===== config.mk =====
export PLATFORM = sky130hd
export DESIGN_NAME = pkt_framer
export DESIGN_NICKNAME = d
export VERILOG_FILES = /design/src/rtl/framer_pkg.sv /design/src/rtl/byte_fifo.sv /design/src/rtl/tx_framer.sv /design/src/rtl/rx_deframer.sv /design/src/rtl/pkt_framer.sv
export SDC_FILE = /design/constraint.sdc
export NUM_CORES = 1
export LEC_CHECK = 0
export ABC_AREA = 0
export ABC_CLOCK_PERIOD_IN_PS = 3600
export BUFFER_PORTS_ARGS = -buffer_cell sky130_fd_sc_hd__clkbuf_2
export CORE_MARGIN = 3
export CORE_UTILIZATION = 45
export CTS_BUF_LIST = sky130_fd_sc_hd__clkbuf_4
export CTS_CLUSTER_DIAMETER = 40
export DETAILED_ROUTE_END_ITERATION = 8
export PLACE_DENSITY = 0.66
export SYNTH_ARGS = -nofsm -noshare
export SYNTH_HDL_FRONTEND = slang
export SYNTH_SLANG_ARGS = --single-unit
export TNS_END_PERCENT = 50

===== constraint.sdc =====
create_clock -name clk_i -period 3.6 [get_ports clk_i]
set_input_delay 0.18 -clock clk_i [delete_from_list [all_inputs] [get_ports clk_i]]
set_output_delay 0.18 -clock clk_i [all_outputs]
set_load 0.02 [all_outputs]

===== src/rtl/framer_pkg.sv =====
package framer_pkg;
  typedef enum logic [2:0] {
    TX_IDLE, TX_SOP, TX_LEN, TX_PAY, TX_CRCL, TX_CRCH
  } tx_state_e;

  typedef enum logic [2:0] {
    RX_IDLE, RX_LEN, RX_PAY, RX_CRCL, RX_CRCH
  } rx_state_e;

  // reflected x^16+x^15+x^2+1, lsb first, no final xor
  function automatic logic [15:0] crc16_byte(input logic [15:0] c, input logic [7:0] d);
    logic [15:0] r;
    r = c;
    for (int i = 0; i < 8; i++) begin
      if (r[0] ^ d[i]) r = (r >> 1) ^ 16'hA001;
      else             r = r >> 1;
    end
    return r;
  endfunction
endpackage


===== src/rtl/byte_fifo.sv =====
module byte_fifo #(
  parameter int DEPTH = 16,
  parameter int W     = 8,
  localparam int AW   = $clog2(DEPTH),
  localparam int CW   = $clog2(DEPTH + 1)
) (
  input  logic          clk_i,
  input  logic          rst_ni,
  input  logic          push_i,
  input  logic [W-1:0]  data_i,
  input  logic          pop_i,
  output logic [W-1:0]  data_o,
  output logic [CW-1:0] count_o,
  output logic          full_o,
  output logic          empty_o
);
  logic [W-1:0]  mem [DEPTH];
  logic [AW-1:0] wptr_q, rptr_q;
  logic [CW-1:0] count_q;
  logic          do_push, do_pop;

  assign full_o  = count_q == CW'(DEPTH);
  assign empty_o = count_q == '0;
  assign do_push = push_i && !full_o;
  assign do_pop  = pop_i && !empty_o;
  assign data_o  = mem[rptr_q];
  assign count_o = count_q;

  always_ff @(posedge clk_i) begin
    if (do_push) mem[wptr_q] <= data_i;
  end

  always_ff @(posedge clk_i or negedge rst_ni) begin
    if (!rst_ni) begin
      wptr_q  <= '0;
      rptr_q  <= '0;
      count_q <= '0;
    end else begin
      if (do_push) wptr_q <= (wptr_q == AW'(DEPTH - 1)) ? '0 : wptr_q + 1'b1;
      if (do_pop)  rptr_q <= (rptr_q == AW'(DEPTH - 1)) ? '0 : rptr_q + 1'b1;
      case ({do_push, do_pop})
        2'b10:   count_q <= count_q + 1'b1;
        2'b01:   count_q <= count_q - 1'b1;
        default: ;
      endcase
    end
  end

  a_r9_count_bound: assert property (@(posedge clk_i) disable iff (!rst_ni)
    count_q <= CW'(DEPTH));
  a_r9_full_holds: assert property (@(posedge clk_i) disable iff (!rst_ni)
    full_o && !pop_i |=> full_o);
endmodule


===== src/rtl/tx_framer.sv =====
module tx_framer
  import framer_pkg::*;
#(
  parameter int MAX_LEN = 40
) (
  input  logic        clk_i,
  input  logic        rst_ni,
  input  logic        start_i,
  input  logic [7:0]  len_i,
  input  logic        crc_en_i,
  input  logic [15:0] seed_i,
  input  logic        zero_seed_i,
  input  logic        fifo_empty_i,
  input  logic [7:0]  fifo_data_i,
  output logic        fifo_pop_o,
  output logic [7:0]  byte_o,
  output logic        sop_o,
  output logic        valid_o,
  input  logic        ready_i,
  output logic        busy_o,
  output logic        done_o
);
  tx_state_e   state_q;
  logic [7:0]  len_q, left_q;
  logic [15:0] crc_q;
  logic        crc_en_q, done_q, xfer;

  always_comb begin
    valid_o = (state_q != TX_IDLE) && !(state_q == TX_PAY && fifo_empty_i);
    sop_o   = state_q == TX_SOP;
    case (state_q)
      TX_LEN:  byte_o = len_q;
      TX_PAY:  byte_o = fifo_data_i;
      TX_CRCL: byte_o = crc_q[7:0];
      TX_CRCH: byte_o = crc_q[15:8];
      default: byte_o = 8'h00;
    endcase
  end

  assign xfer       = valid_o && ready_i;
  assign fifo_pop_o = xfer && state_q == TX_PAY;
  assign busy_o     = state_q != TX_IDLE;
  assign done_o     = done_q;

  always_ff @(posedge clk_i or negedge rst_ni) begin
    if (!rst_ni) begin
      state_q  <= TX_IDLE;
      len_q    <= '0;
      left_q   <= '0;
      crc_q    <= '0;
      crc_en_q <= 1'b0;
      done_q   <= 1'b0;
    end else begin
      done_q <= 1'b0;
      case (state_q)
        TX_IDLE: if (start_i && len_i <= 8'(MAX_LEN)) begin
          state_q  <= TX_SOP;
          len_q    <= len_i;
          left_q   <= len_i;
          crc_q    <= zero_seed_i ? 16'h0000 : seed_i;
          crc_en_q <= crc_en_i;
        end
        TX_SOP: if (xfer) state_q <= TX_LEN;
        TX_LEN: if (xfer) begin
          if (left_q != 8'd0) state_q <= TX_PAY;
          else if (crc_en_q)  state_q <= TX_CRCL;
          else begin
            state_q <= TX_IDLE;
            done_q  <= 1'b1;
          end
        end
        TX_PAY: if (xfer) begin
          crc_q  <= crc16_byte(crc_q, fifo_data_i);
          left_q <= left_q - 1'b1;
          if (left_q == 8'd1) begin
            if (crc_en_q) state_q <= TX_CRCL;
            else begin
              state_q <= TX_IDLE;
              done_q  <= 1'b1;
            end
          end
        end
        TX_CRCL: if (xfer) state_q <= TX_CRCH;
        TX_CRCH: if (xfer) begin
          state_q <= TX_IDLE;
          done_q  <= 1'b1;
        end
        default: state_q <= TX_IDLE;
      endcase
    end
  end

  a_r4_hold_beat: assert property (@(posedge clk_i) disable iff (!rst_ni)
    valid_o && !ready_i |=> valid_o && $stable(byte_o) && $stable(sop_o));
  a_r3_done_pulse: assert property (@(posedge clk_i) disable iff (!rst_ni)
    done_o |=> !done_o);
  a_r1_len_after_sop: assert property (@(posedge clk_i) disable iff (!rst_ni)
    sop_o && ready_i |=> !sop_o && valid_o);
endmodule


===== src/rtl/rx_deframer.sv =====
module rx_deframer
  import framer_pkg::*;
#(
  parameter int MAX_LEN = 40
) (
  input  logic        clk_i,
  input  logic        rst_ni,
  input  logic        sop_i,
  input  logic        valid_i,
  input  logic [7:0]  byte_i,
  input  logic        crc_en_i,
  input  logic [15:0] seed_i,
  input  logic        fifo_full_i,
  output logic        push_o,
  output logic [7:0]  push_data_o,
  input  logic        ovf_clr_i,
  output logic [7:0]  len_o,
  output logic        done_o,
  output logic        crc_ok_o,
  output logic        len_err_o,
  output logic        ovf_o
);
  rx_state_e   state_q;
  logic [7:0]  len_q, left_q, lo_q;
  logic [15:0] crc_s_q, crc_z_q;
  logic        crc_en_q, done_q, ok_q, len_err_q, ovf_q;
  logic        pay_beat, crc_match;

  assign pay_beat    = state_q == RX_PAY && valid_i && !sop_i;
  assign push_o      = pay_beat && !fifo_full_i;
  assign push_data_o = byte_i;
  assign crc_match   = ({byte_i, lo_q} == crc_s_q) || ({byte_i, lo_q} == crc_z_q);
  assign len_o       = len_q;
  assign done_o      = done_q;
  assign crc_ok_o    = ok_q;
  assign len_err_o   = len_err_q;
  assign ovf_o       = ovf_q;

  always_ff @(posedge clk_i or negedge rst_ni) begin
    if (!rst_ni) begin
      state_q   <= RX_IDLE;
      len_q     <= '0;
      left_q    <= '0;
      lo_q      <= '0;
      crc_s_q   <= '0;
      crc_z_q   <= '0;
      crc_en_q  <= 1'b0;
      done_q    <= 1'b0;
      ok_q      <= 1'b0;
      len_err_q <= 1'b0;
      ovf_q     <= 1'b0;
    end else begin
      done_q <= 1'b0;
      if (pay_beat && fifo_full_i) ovf_q <= 1'b1;
      else if (ovf_clr_i)          ovf_q <= 1'b0;
      if (sop_i) begin
        state_q   <= RX_LEN;
        crc_s_q   <= seed_i;
        crc_z_q   <= 16'h0000;
        crc_en_q  <= crc_en_i;
        ok_q      <= 1'b0;
        len_err_q <= 1'b0;
      end else if (valid_i) begin
        case (state_q)
          RX_LEN: begin
            if (byte_i > 8'(MAX_LEN)) begin
              len_err_q <= 1'b1;
              state_q   <= RX_IDLE;
            end else begin
              len_q  <= byte_i;
              left_q <= byte_i;
              if (byte_i != 8'd0) state_q <= RX_PAY;
              else if (crc_en_q)  state_q <= RX_CRCL;
              else begin
                state_q <= RX_IDLE;
                done_q  <= 1'b1;
                ok_q    <= 1'b1;
              end
            end
          end
          RX_PAY: begin
            crc_s_q <= crc16_byte(crc_s_q, byte_i);
            crc_z_q <= crc16_byte(crc_z_q, byte_i);
            left_q  <= left_q - 1'b1;
            if (left_q == 8'd1) begin
              if (crc_en_q) state_q <= RX_CRCL;
              else begin
                state_q <= RX_IDLE;
                done_q  <= 1'b1;
                ok_q    <= 1'b1;
              end
            end
          end
          RX_CRCL: begin
            lo_q    <= byte_i;
            state_q <= RX_CRCH;
          end
          RX_CRCH: begin
            ok_q    <= crc_match;
            done_q  <= 1'b1;
            state_q <= RX_IDLE;
          end
          default: ;
        endcase
      end
    end
  end

  a_r9_ovf_sticky: assert property (@(posedge clk_i) disable iff (!rst_ni)
    ovf_o && !ovf_clr_i |=> ovf_o);
  a_r8_no_push_on_len_err: assert property (@(posedge clk_i) disable iff (!rst_ni)
    len_err_o |-> !push_o);
  a_r8_no_done_on_len_err: assert property (@(posedge clk_i) disable iff (!rst_ni)
    len_err_o |-> !done_o);
  a_r7_ok_stable: assert property (@(posedge clk_i) disable iff (!rst_ni)
    !sop_i |=> done_o || $stable(crc_ok_o));
endmodule


===== src/rtl/pkt_framer.sv =====
module pkt_framer #(
  parameter int DEPTH   = 16,
  parameter int MAX_LEN = 40,
  parameter int IRQ_LVL = 8,
  localparam int CW     = $clog2(DEPTH + 1)
) (
  input  logic        clk_i,
  input  logic        rst_ni,
  input  logic        crc_en_i,
  input  logic [15:0] crc_seed_i,
  input  logic        tx_zero_seed_i,
  input  logic        tx_wr_i,
  input  logic [7:0]  tx_wdata_i,
  output logic        tx_full_o,
  input  logic        tx_start_i,
  input  logic [7:0]  tx_len_i,
  output logic        tx_busy_o,
  output logic [7:0]  tx_byte_o,
  output logic        tx_sop_o,
  output logic        tx_valid_o,
  input  logic        tx_ready_i,
  output logic        tx_done_o,
  input  logic        rx_sop_i,
  input  logic        rx_valid_i,
  input  logic [7:0]  rx_byte_i,
  input  logic        rx_rd_i,
  output logic [7:0]  rx_rdata_o,
  output logic        rx_empty_o,
  output logic [7:0]  rx_len_o,
  output logic        rx_done_o,
  output logic        rx_crc_ok_o,
  output logic        rx_len_err_o,
  output logic        rx_ovf_o,
  input  logic        rx_ovf_clr_i,
  output logic        irq_tx_space_o,
  output logic        irq_rx_level_o
);
  logic [CW-1:0] tx_count, rx_count;
  logic          tx_empty, tx_pop, rx_full, rx_push;
  logic [7:0]    tx_head, rx_push_data;

  byte_fifo #(.DEPTH(DEPTH), .W(8)) u_tx_fifo (
    .clk_i, .rst_ni,
    .push_i (tx_wr_i),  .data_i (tx_wdata_i),
    .pop_i  (tx_pop),   .data_o (tx_head),
    .count_o(tx_count), .full_o (tx_full_o), .empty_o(tx_empty)
  );

  tx_framer #(.MAX_LEN(MAX_LEN)) u_tx (
    .clk_i, .rst_ni,
    .start_i     (tx_start_i),
    .len_i       (tx_len_i),
    .crc_en_i    (crc_en_i),
    .seed_i      (crc_seed_i),
    .zero_seed_i (tx_zero_seed_i),
    .fifo_empty_i(tx_empty),
    .fifo_data_i (tx_head),
    .fifo_pop_o  (tx_pop),
    .byte_o      (tx_byte_o),
    .sop_o       (tx_sop_o),
    .valid_o     (tx_valid_o),
    .ready_i     (tx_ready_i),
    .busy_o      (tx_busy_o),
    .done_o      (tx_done_o)
  );

  byte_fifo #(.DEPTH(DEPTH), .W(8)) u_rx_fifo (
    .clk_i, .rst_ni,
    .push_i (rx_push),  .data_i (rx_push_data),
    .pop_i  (rx_rd_i),  .data_o (rx_rdata_o),
    .count_o(rx_count), .full_o (rx_full), .empty_o(rx_empty_o)
  );

  rx_deframer #(.MAX_LEN(MAX_LEN)) u_rx (
    .clk_i, .rst_ni,
    .sop_i      (rx_sop_i),
    .valid_i    (rx_valid_i),
    .byte_i     (rx_byte_i),
    .crc_en_i   (crc_en_i),
    .seed_i     (crc_seed_i),
    .fifo_full_i(rx_full),
    .push_o     (rx_push),
    .push_data_o(rx_push_data),
    .ovf_clr_i  (rx_ovf_clr_i),
    .len_o      (rx_len_o),
    .done_o     (rx_done_o),
    .crc_ok_o   (rx_crc_ok_o),
    .len_err_o  (rx_len_err_o),
    .ovf_o      (rx_ovf_o)
  );

  assign irq_tx_space_o = tx_count <= CW'(DEPTH - IRQ_LVL);
  assign irq_rx_level_o = rx_count >= CW'(IRQ_LVL);

  a_r10_full_no_space: assert property (@(posedge clk_i) disable iff (!rst_ni)
    tx_full_o |-> !irq_tx_space_o);
  a_r10_empty_no_level: assert property (@(posedge clk_i) disable iff (!rst_ni)
    rx_empty_o |-> !irq_rx_level_o);
endmodule


==> summary.md <==
| Metric | Value |
|---|---|
| I/O Buffers | `86` |
| Initial antenna violation count | `2` |
| Post-CTS setup buffers | `0` |
| GR Util All Layers | `20.69%` |
| Final Hold Fails | `0` |
| Die H | `203.0 um` |
| Die X | `203.0 um` |
| Core Box Area | `37,930 um2` |
| Detail Route Antenna Nets | `0` |
| Setup TNS | `0 ps` |
| Wirelength, routed | `42,130 um` |
| WS Path Type | `flop to primary output` |
| Final Cycle Share | `96.05%` |
| Startpoint types | `flop` |
| Post-synth cell types | `57` |
| CTS sink count | `383` |
| Status | `completed` |
| CTS tree | `yes` |
| Final net count | `1,566` |
| DRC violations left | `0` |
| Share of cells above drive strength 1 | `25.61%` |
| Max Slew Vio Count | `0` |
| Maxcap violations | `0` |
| Clk slew on worst S/H paths | `70 ps` |
| Global-route wire length before repair | `66,150 um` |
| Clock skew | `36.81 ps` |
| Worst Path Required | `3420 ps` |
| Hold Slack | `8.078 ps` |
| Pre-Repair DR Iteration Count | `8` |
| Routed vias/inst | `5.519` |
| Routed WL per cell | `20.22 um` |
| PwrDens | `773.7 nW/um2` |
| Worst Max-Slew Pin Slew | `1105 ps` |
| EDFF count, synth | `256` |
| Via count | `11,500` |
| Worst-path maximum fanout | `19` |
| Num rows | `71` |
| Overflow after GRT | `0` |
| Synthesis-to-finish area growth | `18.29%` |
| Fillers | `3,142` |
| Htree depth | `3` |
| Dpl hpwl | `28,190 um` |
| Synth area leader | `edfxtp_1` |
| Vias in the first global route | `11,680` |
| Register area | `10,870 um2` |
| Post-synthesis sequential area ratio | `62.25%` |
| Share of the synthesized area in the top cell type | `44.04%` |
| Min-delay worst type | `input pin to async pin` |
| Die ar. | `41,190 um2` |
| Placer Congestion | `0.8468` |
| Clock root cell | `clkbuf_4` |
| Slew headroom | `26.06%` |
| Peak VDD IR | `0.5602 mV` |
| Pre-CTS WS | `498.2 ps` |
| Fmax | `289.2 MHz` |
| Area taken by multi-input logic gates | `6161 um2` |
| CTS Buf Count | `101` |
| Min Tclk post-route | `3458 ps` |
| Asr flop ratio synth | `33.16%` |
| Syn_nets | `1,327` |
| Ranking of synthesized cells by area | `edfxtp_1 (44%), dfrtp_1 (18%), mux4_2 (6.8%)` |
| Starting density of the core | `46.02%` |
| DRT iter0 DRCs | `975` |
| Pin count of the biggest net entering global routing | `86` |
| Yosys reg bits | `383` |
| Leak | `7.830 nW` |
| Worst-Skew Late Latency | `800 ps` |
| Cell count after synthesis | `1,251` |
| Mapped Area | `17,460 um2` |
| Final number of setup-violating endpoints | `0` |
| Mean Syn Cell Area | `13.95 um2` |
| Ports | `87` |
| Crit end category | `primary output` |
| Worst path arrival time | `3280 ps` |
| Ys flop type | `edfxtp_1` |
| Synth warn | `0` |
| CTS Buffer Depth | `3` |
| Worst setup margin | `142.1 ps` |
==> kinds of logic after synthesis <==
logic type,share of synthesized area (%)
AOI/OAI and AO/OA,7.412
xor gates and xnor gates,6.086
adders and majority gates,1.878
buffers and inverters,2.480
DFF,62.25
muxes,12.46
and+or+nand+nor,7.440
==> metrics by stage <==
step,instances,instance area [um2],total power [mW],utilization (%)
3_3_place_gp,1817,18510,12.01,48.79
3_5_place_dp,1817,18510,12.15,48.79
2_1_floorplan,1251,17460,10.58,-
5_1_grt,2083,20650,16.98,54.43
4_1_cts,2081,20630,16.08,54.40
6_report,2083,20650,15.98,54.43
==> cell usage after synthesis (7+ instances only) <==
master,count
dfrtp_1,127
o21ai_0,100
xnor2_1,83
ha_1,23
nand2b_1,14
nor3_1,18
a31oi_1,9
a21oi_1,59
inv_1,31
o22ai_1,7
mux4_2,53
mux2_2,44
nand4_1,11
a21o_1,8
xor2_1,20
nor4_1,7
edfxtp_1,256
buf_1,8
clkbuf_1,47
mux4_1,13
nand2_1,99
buf_6,7
nor2_1,88
and3_1,10
mux2i_1,13
a222oi_1,8
nand3_1,17
==> flip-flops by register name, summed over array words and instances, names as in the netlist, 5 cells and up <==
register and cells:
u_tx_fifo.mem 128, u_tx.left_q 8, u_tx.crc_q 16, u_rx.left_q 8, u_tx_fifo.count_o 5, u_tx.len_q 8
u_rx.len_o 8, u_rx_fifo.mem 128, u_rx.crc_s_q 16, u_rx.lo_q 8, u_rx.crc_z_q 16, u_rx_fifo.count_o 5
==> final timing paths <==
check,from,endpoint,slack [ps],cells past startpoint
worst min register to register,u_rx.len_o[7],u_rx.len_o[7],480,1
worst min-delay path,rst_ni,u_rx.crc_z_q[3],8,2
worst max-delay path,u_tx_fifo.rptr_q[1],tx_byte_o[7],140,8
worst max register to register,u_tx_fifo.rptr_q[0],u_tx.crc_q[15],490,10
max in group asynchronous,rst_ni,u_rx.lo_q[5],2670,3
min in group clk_i,rx_byte_i[6],u_rx_fifo.mem[2][6],80,1
==> timing repair <==
| action | 4_1_cts | 5_1_grt |
|---|---|---|
| hold buffers | 81 | 0 |
| hold endpoints to repair | 320 | 0 |
| gates resized for setup | 0 | 2 |
| setup endpoints to repair | 0 | 2 |
==> report_power, final <==
group | total [mW] | switching (mW) | internal (mW) | leakage (nW)
Combinational | 6.23 | 3.39 | 2.84 | 3.15
Clock | 3.79 | 1.79 | 2.00 | 0.765
Sequential | 5.95 | 0.648 | 5.30 | 3.91
Total | 16.0 | 5.83 | 10.1 | 7.83
==> final cells by class <==
| class | count | area share [%] |
|---|---|---|
| Timing Repair Buffer | 203 | 7.448 |
| Inverter | 32 | 0.5817 |
| Antenna cell | 2 | 0.02424 |
| Tap cell | 511 | 3.097 |
| Clock buffer | 152 | 5.527 |
| Sequential cell | 383 | 52.63 |
| Clock inverter | 31 | 0.8544 |
| Multi-Input combinational cell | 769 | 29.84 |
==> cells in the final DEF, fill, tap and decap left out, types with 4 or more instances in the layout <==
cell / Yosys / layout
nand3_1: 17 / 17
buf_4: 1 / 33
edfxtp_1: 256 / 256
and3_1: 10 / 10
dfrtp_1: 127 / 126
nand2_1: 99 / 99
a21oi_1: 59 / 59
clkinv_1: 0 / 17
a211oi_1: 4 / 4
o21ai_0: 100 / 99
nand4_1: 11 / 11
and2_1: 6 / 6
clkinv_2: 0 / 6
nor2_1: 88 / 88
a31oi_1: 9 / 9
a222oi_1: 8 / 8
o22ai_1: 7 / 7
mux2_2: 44 / 44
clkbuf_2: 1 / 85
nor4_1: 7 / 7
a21o_1: 8 / 8
mux2i_1: 13 / 13
or3_1: 6 / 6
inv_1: 31 / 31
xnor2_1: 83 / 83
nand2b_1: 14 / 14
a22o_1: 5 / 5
mux4_2: 53 / 53
clkbuf_4: 0 / 152
nor3_1: 18 / 18
mux4_1: 13 / 13
dlygate4sd3_1: 0 / 81
clkinvlp_4: 0 / 7
ha_1: 23 / 23
xor2_1: 20 / 20
xor2_2: 5 / 5
nor2b_1: 4 / 4
==> worst max-delay path, stage by stage, from the launching register on <==
cell,delay [ps]
dfrtp_1,360
buf_6,230
mux4_1,560
and2_1,170
a211oi_1,220
a31oi_1,130
a222oi_1,560
nor2_1,80
clkbuf_2,180
==> layer usage <==
metal | GRT usage (%) | wire length (um) | part of all wire [%]
met3 | 3.976 | 2778 | 6.6
met2 | 32.04 | 19930 | 47
met1 | 29.78 | 18520 | 44
met4 | 6.756 | 904 | 2.1
met5 | 0 | 0 | 0
(Power assumes the default switching activity.)
